## src/rtl/vend_pkg.sv

```systemverilog
package vend_pkg;

  localparam int STATE_W = 2;

  typedef enum logic [STATE_W-1:0] {
    ST_ZERO = 2'b00,
    ST_FIVE = 2'b01,
    ST_TEN  = 2'b10,
    ST_PAID = 2'b11
  } vend_state_e;

  // Next-state implementation variants
  localparam int NS_EQUATIONS = 0;
  localparam int NS_TABLE     = 1;

endpackage

```

## src/rtl/vend_coin_decode.sv

```systemverilog
// Turns the raw coin pulses into mutually exclusive qualified coins.
// A cycle with both pulses high is treated as a cycle with no coin.
module vend_coin_decode (
  input  logic nickel_raw_i,
  input  logic dime_raw_i,
  output logic nickel_o,
  output logic dime_o,
  output logic any_o
);

  always_comb begin
    nickel_o = nickel_raw_i & ~dime_raw_i;
    dime_o   = dime_raw_i & ~nickel_raw_i;
    any_o    = nickel_o | dime_o;
  end

endmodule

```

## src/rtl/vend_next_state.sv

```systemverilog
module vend_next_state
  import vend_pkg::*;
#(
  parameter int STYLE = NS_EQUATIONS
) (
  input  vend_state_e cur_i,
  input  logic        nickel_i,
  input  logic        dime_i,
  output vend_state_e nxt_o
);

  generate
    if (STYLE == NS_EQUATIONS) begin : g_eqn
      logic q1;
      logic q0;
      logic d1;
      logic d0;

      always_comb begin
        q1 = cur_i[1];
        q0 = cur_i[0];
        d1 = q1 | dime_i | (q0 & nickel_i);
        d0 = (nickel_i & ~q0) | (~nickel_i & q0) | (q1 & nickel_i) | (q1 & dime_i);
        nxt_o = vend_state_e'({d1, d0});
      end
    end else begin : g_table
      always_comb begin
        nxt_o = cur_i;
        unique case (cur_i)
          ST_ZERO: begin
            if (nickel_i)    nxt_o = ST_FIVE;
            else if (dime_i) nxt_o = ST_TEN;
          end
          ST_FIVE: begin
            if (nickel_i)    nxt_o = ST_TEN;
            else if (dime_i) nxt_o = ST_PAID;
          end
          ST_TEN: begin
            if (nickel_i | dime_i) nxt_o = ST_PAID;
          end
          default: nxt_o = ST_PAID;
        endcase
      end
    end
  endgenerate

endmodule

```

## src/rtl/vend_state_reg.sv

```systemverilog
module vend_state_reg
  import vend_pkg::*;
(
  input  logic        clk,
  input  logic        rst_n,
  input  logic        en_i,
  input  vend_state_e nxt_i,
  output vend_state_e state_o
);

  always_ff @(posedge clk or negedge rst_n) begin
    if (!rst_n) begin
      state_o <= ST_ZERO;
    end else if (en_i) begin
      state_o <= nxt_i;
    end
  end

endmodule

```

## src/rtl/vend_release.sv

```systemverilog
module vend_release
  import vend_pkg::*;
(
  input  vend_state_e state_i,
  input  logic        nickel_i,
  input  logic        dime_i,
  output logic        moore_o,
  output logic        mealy_o
);

  logic q1;
  logic q0;

  always_comb begin
    q1      = state_i[1];
    q0      = state_i[0];
    moore_o = q1 & q0;
    mealy_o = (q1 & q0) | (dime_i & q0) | (dime_i & q1) | (nickel_i & q1);
  end

endmodule

```

## src/rtl/vend_ctrl.sv

```systemverilog
module vend_ctrl
  import vend_pkg::*;
#(
  parameter int NS_STYLE = NS_EQUATIONS
) (
  input  logic clk,
  input  logic rst_n,
  input  logic coin_nickel_i,
  input  logic coin_dime_i,
  output logic release_moore_o,
  output logic release_mealy_o
);

  logic        nickel_q;
  logic        dime_q;
  logic        coin_any;
  logic        state_en;
  vend_state_e state_q;
  vend_state_e state_nxt;

  vend_coin_decode u_decode (
    .nickel_raw_i (coin_nickel_i),
    .dime_raw_i   (coin_dime_i),
    .nickel_o     (nickel_q),
    .dime_o       (dime_q),
    .any_o        (coin_any)
  );

  vend_next_state #(.STYLE(NS_STYLE)) u_next (
    .cur_i    (state_q),
    .nickel_i (nickel_q),
    .dime_i   (dime_q),
    .nxt_o    (state_nxt)
  );

  // Clock enable: only a qualified coin in an unpaid state moves the register
  always_comb begin
    state_en = coin_any & (state_q != ST_PAID);
  end

  vend_state_reg u_state (
    .clk     (clk),
    .rst_n   (rst_n),
    .en_i    (state_en),
    .nxt_i   (state_nxt),
    .state_o (state_q)
  );

  vend_release u_release (
    .state_i  (state_q),
    .nickel_i (nickel_q),
    .dime_i   (dime_q),
    .moore_o  (release_moore_o),
    .mealy_o  (release_mealy_o)
  );

endmodule

```

## config.mk

```make
export PLATFORM = sky130hd
export DESIGN_NAME = vend_ctrl
export DESIGN_NICKNAME = d
export VERILOG_FILES = /design/src/rtl/vend_pkg.sv /design/src/rtl/vend_coin_decode.sv /design/src/rtl/vend_next_state.sv /design/src/rtl/vend_state_reg.sv /design/src/rtl/vend_release.sv /design/src/rtl/vend_ctrl.sv
export SDC_FILE = /design/constraint.sdc
export NUM_CORES = 1
export LEC_CHECK = 0
export BUFFER_PORTS_ARGS = -buffer_cell sky130_fd_sc_hd__buf_2
export CAP_MARGIN = 20
export CORE_AREA = 2 2 39 41
export DETAILED_ROUTE_END_ITERATION = 10
export DIE_AREA = 0 0 41 43
export SYNTH_ARGS = -nofsm -noshare
export SYNTH_HDL_FRONTEND = slang
export SYNTH_HIERARCHICAL = 1
export SYNTH_SLANG_ARGS = --single-unit
```

## constraint.sdc

```tcl
create_clock -name clk -period 2.58 [get_ports clk]
set_input_delay 0.516 -clock clk [delete_from_list [all_inputs] [get_ports clk]]
set_output_delay 0.516 -clock clk [all_outputs]
set_load 0.005 [all_outputs]
```

[Word level (Yosys, flattened, before mapping)]
Index checks and enable logic that the tools add are counted.
Operators by class
  $add $sub $neg: 0
  multiply operators: 0
  divide/modulo/power cells: 0
  order comparisons: 0
  equal/unequal tests: 1
  shift-type cells: 0
  mux-type cells: 0
  bitwise logic cells: 23
  reductions and logical operators: 0
Operator list (number)
  $and 1x1->1: 10
  $or 1x1->1: 9
  $not 1->1: 4
  $ne 2x2->1 const B: 1
Storage, ports and cells
  bits in registers: 2
  bits in latches: 0
  memory bits (writable): 0
  bits in read-only memories: 0
  output and inout bits: 2
  word-level logic and storage cells: 25
  memories kept: 0

[Logic depth before layout (Yosys ltp)]
  depth in word-level cells: 7
  depth in mapped cells: 6
  depth with buffers taken out: 5

[Modules after synthesis]
Netlist, hierarchy kept.
By module, submodules not included
  vend_state_reg: times used 1, cells an instance 4, area an instance 72.6 um^2, sequential area each 50.0 um^2
  vend_next_state: times used 1, cells an instance 6, area an instance 45.0 um^2, sequential area each 0.0 um^2
  vend_coin_decode: times used 1, cells an instance 5, area an instance 36.3 um^2, sequential area each 0.0 um^2
  vend_release: times used 1, cells an instance 4, area an instance 26.3 um^2, sequential area each 0.0 um^2
  vend_ctrl: times used 1, cells an instance 1, area an instance 11.3 um^2, sequential area each 0.0 um^2

[Least setup slack after synthesis]
OpenSTA, ideal clock, no wires.
  path type: input port to flip-flop
  start point: input port coin_dime_i
  end point: register u_state.state_o[1]
  library setup time: 125 ps
  arrival: 1565 ps
  slack: 891 ps
  stages on the path: 6
  cell sequence: inv_1 -> ha_1 -> ha_1 -> or3_1 -> buf_4 -> mux2_2
Between the ends
  word-level cells in the longest chain between the ends: 4
  elaborated cells on any way between the ends: 8
  classes of those cells: bitwise: 8
Ends and longest elaborated chain
  from (decl): line vend_ctrl.sv:9  | input logic coin_dime_i,
  $not 1->1: line vend_coin_decode.sv:12  | nickel_o = nickel_raw_i & ~dime_raw_i;
  $and 1x1->1: line vend_coin_decode.sv:12
  net nickel_q: line vend_ctrl.sv:14  | logic nickel_q;
  $and 1x1->1: line vend_next_state.sv:22  | d1 = q1 | dime_i | (q0 & nickel_i);
  $or 1x1->1: line vend_next_state.sv:22
  net u_next.g_eqn.d1: line vend_next_state.sv:16  | logic d1;
  to (signal assigned): line vend_state_reg.sv:15  | state_o <= nxt_i;
  to (decl): line vend_state_reg.sv:8  | output vend_state_e state_o
The timed path passes the listed nets, and every way through them passes these cells.
A chain may end at the register's enable or synchronous reset.

[Final worst setup path]
  start point: input port coin_nickel_i
  end point: output port release_mealy_o
Between the ends
  word-level cells in the longest chain between the ends: 6
  elaborated cells on any way between the ends: 9
  classes of those cells: bitwise: 9
Ends and longest elaborated chain
  from (decl): line vend_ctrl.sv:8  | input logic coin_nickel_i,
  $not 1->1 *: line vend_coin_decode.sv:13  | dime_o = dime_raw_i & ~nickel_raw_i;
  $and 1x1->1 *: line vend_coin_decode.sv:13
  net dime_q: line vend_ctrl.sv:15  | logic dime_q;
  $and 1x1->1: line vend_release.sv:18  | mealy_o = (q1 & q0) | (dime_i & q0) | (dime_i & q1) | (nickel_i & q1);
  $or 1x1->1: line vend_release.sv:18
  $or 1x1->1 * (2 in a row): line vend_release.sv:18
  to (decl): line vend_ctrl.sv:11  | output logic release_mealy_o
The timed path passes the listed nets; every way through them passes the cells marked *.

==> flow_summary.yaml <==
critical_path:
  ff2ff_path_depth: 3
  required_ns: 2.06
  cp_common_cell: "buf_2"
  start_kind: "input port"
  reg2reg_slack_ns: 1.24
  crit_family: "buffers and inverters"
  cp-end-kind: "output port"
  worstPathArrival_ns: 1.20
  rr_startpoint: "u_state/state_o[0]"
  cp.buffers_inverters: 3
  crit_fanout: 4
  path_depth: 6
  crit_path_start: "coin_nickel_i"
  crit_type: "in2out"
  max_stage_delay_ns: 0.23
  critPathSlowestCell: "ha_1"
  crit_chain: "buf_2 -> inv_1 -> ha_1 -> a21oi_1 -> nor2_1 -> buf_2"
logic_synthesis:
  yosysTopAreaCellShare_pct: 26.1
  ys_top_cells_by_area: "dfrtp_1, ha_1, mux2_2, buf_4, a21boi_2"
  ys_seq_elements: 2
  yosysSeqAreaShare_pct: 26.1
  ys_warn_count: 6
  yosysTopAreaCell: "dfrtp_1"
  syn_nets: 27
  ys_types: 13
  syn_area_um2: 191
  postSynthCellCount: 20
  syn_area_per_cell_um2: 9.57
detailed_routing:
  route.detailed.drc: 0
  routed_via_density: 3.57
  wl_per_cell_um: 7.07
  drt_iter0_markers: 1
  ant_nets: 0
  finalWirelength_um: 297
  firstDrtPassIters: 2
  vias: 150
job:
  max_cap_viol_count: 0
cells_and_area:
  drive_gt1_share_pct: 50.0
  syn2layout_area_growth_pct: 27.5
  reg_top3: "u_state/state_o (2)"
  largest_reg_flops: 2
  layout_commonest_cell: "buf_2"
  final_cell_mix: "buf_2, clkbuf_4, inv_1, ha_1"
  fillers: 155
  regMostFlops: "u_state/state_o"
  num_antenna_cells: 0
  nets: 35
timing:
  rsz0062_at_grt: "no"
  max_freq_mhz: 582
  min_period_over_period_pct: 66.6
  tightest_slew_ns: 0.209
  finClkSkew_ns: 0.000243
  maxSlewHeadroom_pct: 86.1
  fin_crit_ns: 1.72
  finalMaxSlewViolations: 0
  setup_viol: 0
  hold_viol: 0
  tns_ns: 0
grt:
  grt_pass1_vias: 131
  grt_max_degree: 7
  grt_remaining_overflow: 0
  antenna_found_initial: 0
  grt_pass1_wl_um: 434
  grtUsageTotal_pct: 3.91
placement:
  routabilityCongestion: 0.549
  port_buffers: 5
floorplan:
  top_level_ports: 6
  fp.dieW_um: 41
  coreArea_um2: 1380
  chipHeight_um: 43
  initial_core_util_pct: 13.8
  num_rows: 14
  dieArea_um2: 1760
clock_tree:
  cts_buffers: 3
  cts_setup_buffers: 0
  cts_hold_buf: 0
  cts_tree: "done"
  cts_buffer_depth: 2
  cts_resized: 0
  cts-root-buf: "clkbuf_4"
  cts-htree-levels: 1
  insertion_delay_ns: 0.22
  cts_num_sinks: 2
  path_clk_slew_ns: 0.03
pwr:
  vdd_drop_max_uv: 113
  power_density_nw_per_um2: 856
  p_leak_nw: 0.108
  finalPower_w: 0.000209
outcome:
  status: "finished clean"
worst_hold_path:
  hold_class: "in2async"
-- report_power, final --
part | internal, W | switching, W
registers | 0.0000431 | 0.0000195
logic | 0.0000505 | 0.0000277
clock network | 0.0000512 | 0.0000168
-- cell usage after synthesis (all sizes together) --
cell    n
nor3    1
dfrtp   2
o21ai   1
a21oi   1
ha      3
a21boi  1
nor2    1
or3     1
inv     3
buf     2
mux2    2
and2    1
nand2b  1
-- metrics by stage --
stage                     cells  cell area [um2]  hold slack (ns)  worst slack [ns]  utilization [%]
after CTS                    42              244           0.0685             0.860             17.6
after global routing         42              244           0.0656             0.819             17.6
after global placement       39              221            0.301             0.862             16.0
after floorplan              20              191            0.220             0.891                -
after detailed placement     39              221            0.304             0.846             16.0
final                        42              244           0.0731             0.862             17.6
-- logic make-up (layout without fill, tap and decap cells) --
family / Yosys count / in the layout / synth area share [%]
AO/OA/AOI/OAI: 3 / 3 / 11.1
adder cells (fa/ha/maj): 3 / 3 / 19.6
buffers and inverters: 5 / 11 / 13.7
multiplexers: 2 / 2 / 11.8
flip-flops: 2 / 2 / 26.1
AND/OR/NAND/NOR: 5 / 5 / 17.7
-- layout make-up --
type                    count  area [um2]  area share (%)
multi-input cells          13         115            47.2
flip-flops and latches      2        50.0            20.5
repair buffers              5        25.0            10.3
clock buffers               3        22.5            9.23
well taps                  16        20.0            8.21
inverters                   3        11.3            4.62
-- worst paths after layout --
kind / end
setup / recovery: release_mealy_o
hold / removal: u_state/state_o[1]
setup reg to reg: u_state/state_o[1]
hold reg to reg: u_state/state_o[1]
max in group asynchronous: u_state/state_o[0]
min in group clk: u_state/state_o[1]
-- metal layers --
metal	global-route usage, %	vias to the layer above	wire length [um]
li1	-	78	-
met1	3.83	64	124
met2	5.63	6	136
met3	0	2	19
met4	6.00	0	17
met5	0	-	0
(Power assumes the default switching activity.)
